$ cat src/rtl/br_pkg.sv
// Package: shared types and constants for the branch condition evaluator.
// Assumes a single scalar pipeline with 32-bit addresses by default.
package br_pkg;

    // Branch shape supplied by the decoder
    typedef enum logic [1:0] {
        BK_REG  = 2'd0,
        BK_IMM  = 2'd1,
        BK_ZERO = 2'd2,
        BK_RSVD = 2'd3
    } br_kind_e;

    // Major opcode that register-pair and bit-test branches must carry
    localparam logic [3:0] BR_MAJOR = 4'h7;

    // Base test numbers (low three bits of a condition nibble)
    localparam logic [2:0] BT_NONE  = 3'd0;
    localparam logic [2:0] BT_EQ    = 3'd1;
    localparam logic [2:0] BT_LTS   = 3'd2;
    localparam logic [2:0] BT_LTU   = 3'd3;
    localparam logic [2:0] BT_ALL   = 3'd4;
    localparam logic [2:0] BT_BCLR  = 3'd5;

    // Zero-compare selectors
    localparam logic [1:0] ZS_EQ = 2'd0;
    localparam logic [1:0] ZS_NE = 2'd1;
    localparam logic [1:0] ZS_LT = 2'd2;
    localparam logic [1:0] ZS_GE = 2'd3;

    // Flags produced by one comparator
    typedef struct packed {
        logic eq;
        logic lts;
        logic ltu;
        logic none;
        logic allset;
        logic bitv;
    } cmp_flags_t;

endpackage

$ cat src/rtl/br_cmp.sv
// Module: br_cmp
// Computes every relation a branch may test between two words:
// equality, signed and unsigned less-than, mask-none, mask-all and a
// selected bit of the first word. Purely combinational.
// Assumes BIDX_W bits are enough to index a W-bit word.
module br_cmp
    import br_pkg::*;
#(
    parameter int W      = 32,
    parameter int BIDX_W = $clog2(W)
) (
    input  logic [W-1:0]      a,
    input  logic [W-1:0]      b,
    input  logic [BIDX_W-1:0] bidx,
    output cmp_flags_t        flags
);

    logic [W:0] diff;   // a - b with borrow in the top bit

    // Subtract once and derive both orderings from the borrow and signs
    always_comb begin
        diff = {1'b0, a} - {1'b0, b};
    end

    // Collect the relation flags
    always_comb begin
        flags.eq     = (a == b);
        flags.ltu    = diff[W];
        flags.lts    = (a[W-1] != b[W-1]) ? a[W-1] : diff[W];
        flags.none   = ((a & b) == '0);
        flags.allset = ((~a & b) == '0);
        flags.bitv   = a[bidx];
    end

endmodule

$ cat src/rtl/br_cond_sel.sv
// Module: br_cond_sel
// Picks the verdict for the presented branch kind from the comparator
// flags and flags undefined encodings. Combinational.
// Assumes the register-pair flags compare A with B and the immediate
// flags compare A with the supplied constant, with the bit position
// already routed into each comparator.
module br_cond_sel
    import br_pkg::*;
#(
    parameter int W = 32
) (
    input  logic [1:0]   kind,
    input  logic [3:0]   major,
    input  logic [3:0]   reg_cond,
    input  logic [3:0]   imm_cond,
    input  logic [1:0]   zero_sel,
    input  cmp_flags_t   reg_flags,
    input  cmp_flags_t   imm_flags,
    input  logic [W-1:0] opa,
    output logic         taken,
    output logic         illegal
);

    // Raw base test result before the inversion bit is applied
    function automatic logic base_test(input logic [2:0] code, input cmp_flags_t f);
        case (code)
            BT_NONE: base_test = f.none;
            BT_EQ:   base_test = f.eq;
            BT_LTS:  base_test = f.lts;
            BT_LTU:  base_test = f.ltu;
            BT_ALL:  base_test = f.allset;
            BT_BCLR: base_test = ~f.bitv;
            default: base_test = 1'b0;
        endcase
    endfunction

    logic reg_ok, reg_res;
    logic imm_ok, imm_res;
    logic zero_res;

    // Register-pair: base codes 0..5 legal, inversion by the top bit
    always_comb begin
        reg_ok  = (reg_cond[2:0] <= BT_BCLR) && (major == BR_MAJOR);
        reg_res = base_test(reg_cond[2:0], reg_flags) ^ reg_cond[3];
    end

    // Immediate: only compares (1,2,3) and the bit test (5) with inversion
    always_comb begin
        case (imm_cond[2:0])
            BT_EQ, BT_LTS, BT_LTU, BT_BCLR: imm_ok = 1'b1;
            default:                        imm_ok = 1'b0;
        endcase
        imm_res = base_test(imm_cond[2:0], imm_flags) ^ imm_cond[3];
    end

    // Zero compare on the first operand alone
    always_comb begin
        case (zero_sel)
            ZS_EQ:   zero_res = (opa == '0);
            ZS_NE:   zero_res = (opa != '0);
            ZS_LT:   zero_res = opa[W-1];
            default: zero_res = ~opa[W-1];
        endcase
    end

    // Select by kind; anything undefined is illegal and not taken
    always_comb begin
        taken   = 1'b0;
        illegal = 1'b0;
        case (br_kind_e'(kind))
            BK_REG: begin
                illegal = ~reg_ok;
                taken   = reg_ok & reg_res;
            end
            BK_IMM: begin
                illegal = ~imm_ok;
                taken   = imm_ok & imm_res;
            end
            BK_ZERO: begin
                taken   = zero_res;
            end
            default: begin
                illegal = 1'b1;
            end
        endcase
    end

endmodule

$ cat src/rtl/br_target.sv
// Module: br_target
// Forms the branch destination: the address of the next instruction
// plus the sign-extended displacement. The wide flag selects the long
// displacement; otherwise only the low SHORT_W bits are used.
// Assumes instructions are INSN_BYTES long for the base address.
module br_target #(
    parameter int W          = 32,
    parameter int LONG_W     = 12,
    parameter int SHORT_W    = 8,
    parameter int INSN_BYTES = 4
) (
    input  logic [W-1:0]      pc,
    input  logic [LONG_W-1:0] disp,
    input  logic              wide,
    output logic [W-1:0]      target
);

    localparam int SEXT_L = W - LONG_W;
    localparam int SEXT_S = W - SHORT_W;

    logic [W-1:0] next_pc;
    logic [W-1:0] offs;

    // Base is the following instruction, not the branch itself
    always_comb begin
        next_pc = pc + W'(INSN_BYTES);
    end

    // Sign-extend the selected displacement width
    always_comb begin
        if (wide) begin
            offs = {{SEXT_L{disp[LONG_W-1]}}, disp};
        end else begin
            offs = {{SEXT_S{disp[SHORT_W-1]}}, disp[SHORT_W-1:0]};
        end
    end

    // Add offset to base
    always_comb begin
        target = next_pc + offs;
    end

endmodule

$ cat src/rtl/br_eval.sv
// Module: br_eval (top)
// Conditional branch evaluator: decides taken / not taken for three
// branch kinds and computes the destination. Verdict, destination and
// illegal flag are registered once, so results appear one cycle after
// the branch is presented. Synchronous active-low reset.
// Assumes the decoder supplies the kind, the fields and the operand
// values; the constant for the immediate kind comes in on in_imm_val.
module br_eval
    import br_pkg::*;
#(
    parameter int W       = 32,
    parameter int LONG_W  = 12,
    parameter int SHORT_W = 8
) (
    input  logic              clk,
    input  logic              rst_n,
    input  logic              in_valid,
    input  logic [1:0]        in_kind,
    input  logic [3:0]        in_major,
    input  logic [3:0]        in_r,
    input  logic              in_bit4,
    input  logic [3:0]        in_imm_cond,
    input  logic [1:0]        in_zero_sel,
    input  logic [LONG_W-1:0] in_disp,
    input  logic [W-1:0]      in_opa,
    input  logic [W-1:0]      in_opb,
    input  logic [W-1:0]      in_imm_val,
    input  logic [W-1:0]      in_pc,
    output logic              br_taken,
    output logic [W-1:0]      br_target,
    output logic              br_illegal
);

    localparam int BIDX_W = $clog2(W);

    cmp_flags_t       reg_flags;
    cmp_flags_t       imm_flags;
    logic [BIDX_W-1:0] imm_bidx;
    logic             taken_d;
    logic             illegal_d;
    logic [W-1:0]     target_d;
    logic             wide;

    // Immediate bit position is split over the bit4 input and r nibble
    always_comb begin
        imm_bidx = BIDX_W'({in_bit4, in_r});
        wide     = (in_kind == BK_ZERO);
    end

    br_cmp #(.W(W), .BIDX_W(BIDX_W)) i_cmp_reg (
        .a     (in_opa),
        .b     (in_opb),
        .bidx  (in_opb[BIDX_W-1:0]),
        .flags (reg_flags)
    );

    br_cmp #(.W(W), .BIDX_W(BIDX_W)) i_cmp_imm (
        .a     (in_opa),
        .b     (in_imm_val),
        .bidx  (imm_bidx),
        .flags (imm_flags)
    );

    br_cond_sel #(.W(W)) i_sel (
        .kind      (in_kind),
        .major     (in_major),
        .reg_cond  (in_r),
        .imm_cond  (in_imm_cond),
        .zero_sel  (in_zero_sel),
        .reg_flags (reg_flags),
        .imm_flags (imm_flags),
        .opa       (in_opa),
        .taken     (taken_d),
        .illegal   (illegal_d)
    );

    br_target #(.W(W), .LONG_W(LONG_W), .SHORT_W(SHORT_W), .INSN_BYTES(4)) i_tgt (
        .pc     (in_pc),
        .disp   (in_disp),
        .wide   (wide),
        .target (target_d)
    );

    // Resolution register: verdict qualified by valid
    always_ff @(posedge clk) begin
        if (!rst_n) begin
            br_taken   <= 1'b0;
            br_illegal <= 1'b0;
        end else begin
            br_taken   <= in_valid & taken_d;
            br_illegal <= in_valid & illegal_d;
        end
    end

    // Destination register: loaded only for a presented branch
    always_ff @(posedge clk) begin
        if (!rst_n) begin
            br_target <= '0;
        end else if (in_valid) begin
            br_target <= target_d;
        end
    end


    property p_idle;
        @(posedge clk) disable iff (!rst_n) !in_valid |=> (!br_taken && !br_illegal);
    endproperty
    idle_quiet_chk: assert property (p_idle);


    property p_bad_cond;
        @(posedge clk) disable iff (!rst_n)
            (in_valid && in_kind == BK_REG && in_r[2:1] == 2'b11) |=> (br_illegal && !br_taken);
    endproperty
    bad_cond_chk: assert property (p_bad_cond);


    property p_excl;
        @(posedge clk) disable iff (!rst_n) br_illegal |-> !br_taken;
    endproperty
    illegal_not_taken_chk: assert property (p_excl);


    property p_taken_src;
        @(posedge clk) disable iff (!rst_n) br_taken |-> $past(in_valid);
    endproperty
    taken_had_valid_chk: assert property (p_taken_src);


    property p_short_reach;
        @(posedge clk) disable iff (!rst_n)
            (in_valid && in_kind != BK_ZERO)
                |=> ((br_target - $past(in_pc) + W'(124)) < W'(256));
    endproperty
    short_reach_chk: assert property (p_short_reach);

endmodule

$ cat config.mk
export PLATFORM = sky130hd
export DESIGN_NAME = br_eval
export DESIGN_NICKNAME = d
export VERILOG_FILES = /design/src/rtl/br_pkg.sv /design/src/rtl/br_cmp.sv /design/src/rtl/br_cond_sel.sv /design/src/rtl/br_target.sv /design/src/rtl/br_eval.sv
export SDC_FILE = /design/constraint.sdc
export NUM_CORES = 1
export LEC_CHECK = 0
export BUFFER_PORTS_ARGS = -buffer_cell sky130_fd_sc_hd__buf_2
export CORE_MARGIN = 3
export CORE_UTILIZATION = 28
export CTS_BUF_LIST = sky130_fd_sc_hd__clkbuf_8
export DETAILED_ROUTE_END_ITERATION = 10
export SLEW_MARGIN = 15
export SYNTH_ARGS = -nofsm -noshare
export SYNTH_HDL_FRONTEND = slang
export SYNTH_SLANG_ARGS = --single-unit
export TNS_END_PERCENT = 30
$ cat constraint.sdc
create_clock -name clk -period 5 [get_ports clk]
set_input_delay 1 -clock clk [delete_from_list [all_inputs] [get_ports clk]]
set_output_delay 1 -clock clk [all_outputs]
set_load 0.05 [all_outputs]
==> metrics.cfg <==
[timing]
fin_tns_setup_ps = 0
post-route-min-period_ps = 4490
slew_violations = 0
clock_skew_ps = 0
hold_viol_final = 0
slew_headroom_pct = 43.5
post-route-period-util_pct = 89.9
setup_slack_ps = 506
rsz0062_at_grt = no
fmax_mhz = 223
final-setup-viol-count = 0
worstMarginPinSlew_ps = 840

[clocking]
cts.htree.levels = 2
cts-buffers-inserted = 5
cts.sinks = 34
cts_setup_buffers = 0
cts_tree = yes
cts_resized = 0
ctsHoldBuffers = 0
clkLatencyLatePin_ps = 290
clk_pin_slew_ps = 80
cts_buffer_depth = 2
root_buffer = clkbuf_8

[logic_synthesis]
synth_area_per_cell_um2 = 8.46
synthXorXnorAreaFrac_pct = 2.07
synthAdderAreaFrac_pct = 41.9
syn_nets = 1313
synth_top_family_by_area = adder cells
async_flop_share_pct = 0
synth_area_um2 = 7610
syn-instance-count = 899
synth_edf_count = 0
synthSimpleGateAreaFrac_pct = 18.4
synth_seq_area_share_pct = 8.95
synthFlopType = dfxtp_1
synth_cell_types = 58
synth_compound_area_share_pct = 14.8
synth.area.mux_share_pct = 7.30
yosysWarnings = 0
ys_seq_elements = 34

[cells_and_area]
layout_common_cells = ha_1 (253), buf_2 (193), inv_1 (110)
stdcell_count = 1422
final_common_cell = ha_1
syn_to_final_growth_pct = 18.8
fin_nets = 1498
drive_above_1_share_pct = 20.7

[drt]
top_layer = met5
via_count = 7336
firstDrtPassIters = 4
drt_wl_total_mm = 25.2
met3_length_mm = 1.44
wl_per_cell_um = 17.7
drcViolationCount = 0
wl_met2_mm = 12.0
vias_per_cell = 5.16
drtIter0Drc = 594
met1_length_mm = 11.3
ant_nets = 0

[placement]
place.gp.congestion = 0.899
dp.cells = 1412
dp_hpwl_mm = 21.4
dp_slack_ps = 199
portBuffers = 193

[critical_path]
regToRegSetupSlack_ps = 4240
worstPathArrival_ps = 4720
cp.required_ps = 5220
critPathKind = in -> reg
start_kind = input port
crit_fanout = 20
end_kind = register

[power_and_ir_drop]
p_total_mw = 1.52
ir_worst_vdd_mv = 0.102
leakagePower_nw = 4.79
power.density_nw_per_um2 = 168

[grt]
grt_pass1_vias = 7114
antenna_found_initial = 4
grt_overflow = 0
grt_usage_pct = 16.5
grt_max_degree = 35
grt_pass1_wl_mm = 38.4

[floorplan]
initial_core_util_pct = 28.9
row_count = 59
num_io_pins = 194
die_y_um = 171
die_area_um2 = 29200
dieWidth_um = 171
core_area_um2 = 26400

[min_path]
hold_class = reg -> reg

[run_status]
status = completed

[flow_run]
cap_violations = 0

-- worst max-delay path, stage by stage --
cell and delay [ps]:
buf_2 120, nor2b_1 140, nor2b_1 240, a21oi_1 90, inv_1 540, ha_1 360
ha_1 370, a21o_1 210, a211o_1 300, a211oi_1 170, a21oi_1 180, a41oi_1 330
o22ai_1 150, or4_1 410, o211ai_1 100
-- registers in the layout, indices dropped and copies added, names as in the netlist --
register    flops
br_target      32
br_illegal      1
br_taken        1
-- report_power, final --
group / leakage (nW) / internal [mW] / switching (mW) / total [mW]
clock: 0.0607 / 0.145 / 0.111 / 0.256
combinational: 4.45 / 0.347 / 0.587 / 0.934
sequential: 0.281 / 0.309 / 0.0221 / 0.331
-- per-stage QoR --
stage,util [%],hold WS (ps),cell area [um2]
final,34.3,466,9040
after global routing,34.3,488,9040
after CTS,34.3,470,9040
after detailed placement,33.9,456,8930
after global placement,33.9,452,8930
after floorplan,-,686,7610
-- worst paths after layout --
| check | end | start | cells after the start |
|---|---|---|---|
| setup / recovery | br_target[31] | in_kind[1] | 15 |
| hold reg to reg | br_target[18] | br_target[18] | 2 |
| hold / removal | br_target[18] | br_target[18] | 2 |
| setup reg to reg | br_target[26] | br_target[26] | 2 |
-- Yosys cell counts, drive strengths merged (2+ instances only) --
cell       n  share of area [%]
mux2i     15                2.0
mux4      18                5.3
nand3     38                2.5
a21boi     3               0.30
o22ai      3               0.25
o311ai     4               0.46
a21oi     56                3.7
nand2     37                1.8
nor3b      2               0.20
nor4b      5               0.58
and4       4               0.46
o21bai     3               0.30
nor2b      7               0.58
a41oi      2               0.23
xnor2     11                1.3
or4        6               0.59
nand4     21                1.7
xor2       7               0.81
nand2b     5               0.41
a311oi     2               0.23
o21ai     26                1.7
and2       7               0.58
nor2      39                1.9
o211ai    12                1.2
o21a       6               0.59
a2111oi    2               0.23
dfxtp     34                8.9
nor4      43                3.5
ha       253                 42
nor3      22                1.4
buf        6               0.59
o31ai      2               0.33
a21o      20                2.0
clkbuf    13               0.64
nand3b     8               0.79
and3       8               0.66
o2111ai    3               0.35
a211oi    11                1.1
a211o      3               0.35
or3        6               0.49
inv      109                5.4
a31oi      7               0.58
-- cell families after synthesis --
logic type / Yosys count
xor+xnor: 18
compound gates: 172
simple gates: 259
buf+inv: 129
fa+ha+maj: 254
flops: 34
mux: 33
-- metal layers --
metal / global-route usage, % / up-vias
met5: 0 / -
met4: 2.52 / 6
met3: 2.31 / 21
met2: 28.3 / 219
met1: 22.5 / 3422
li1: - / 3668
-- area by class of cell --
class                   count  area (um2)
flip-flops and latches     34         681
diodes                      2        5.00
clock buffers               5        68.8
inverters                 110         413
fillers                  2762       17300
repair buffers            197         996
clock inverters             3        37.5
well taps                 335         419
multi-input cells         736        6420
Power figures use the tool's default switching activity.
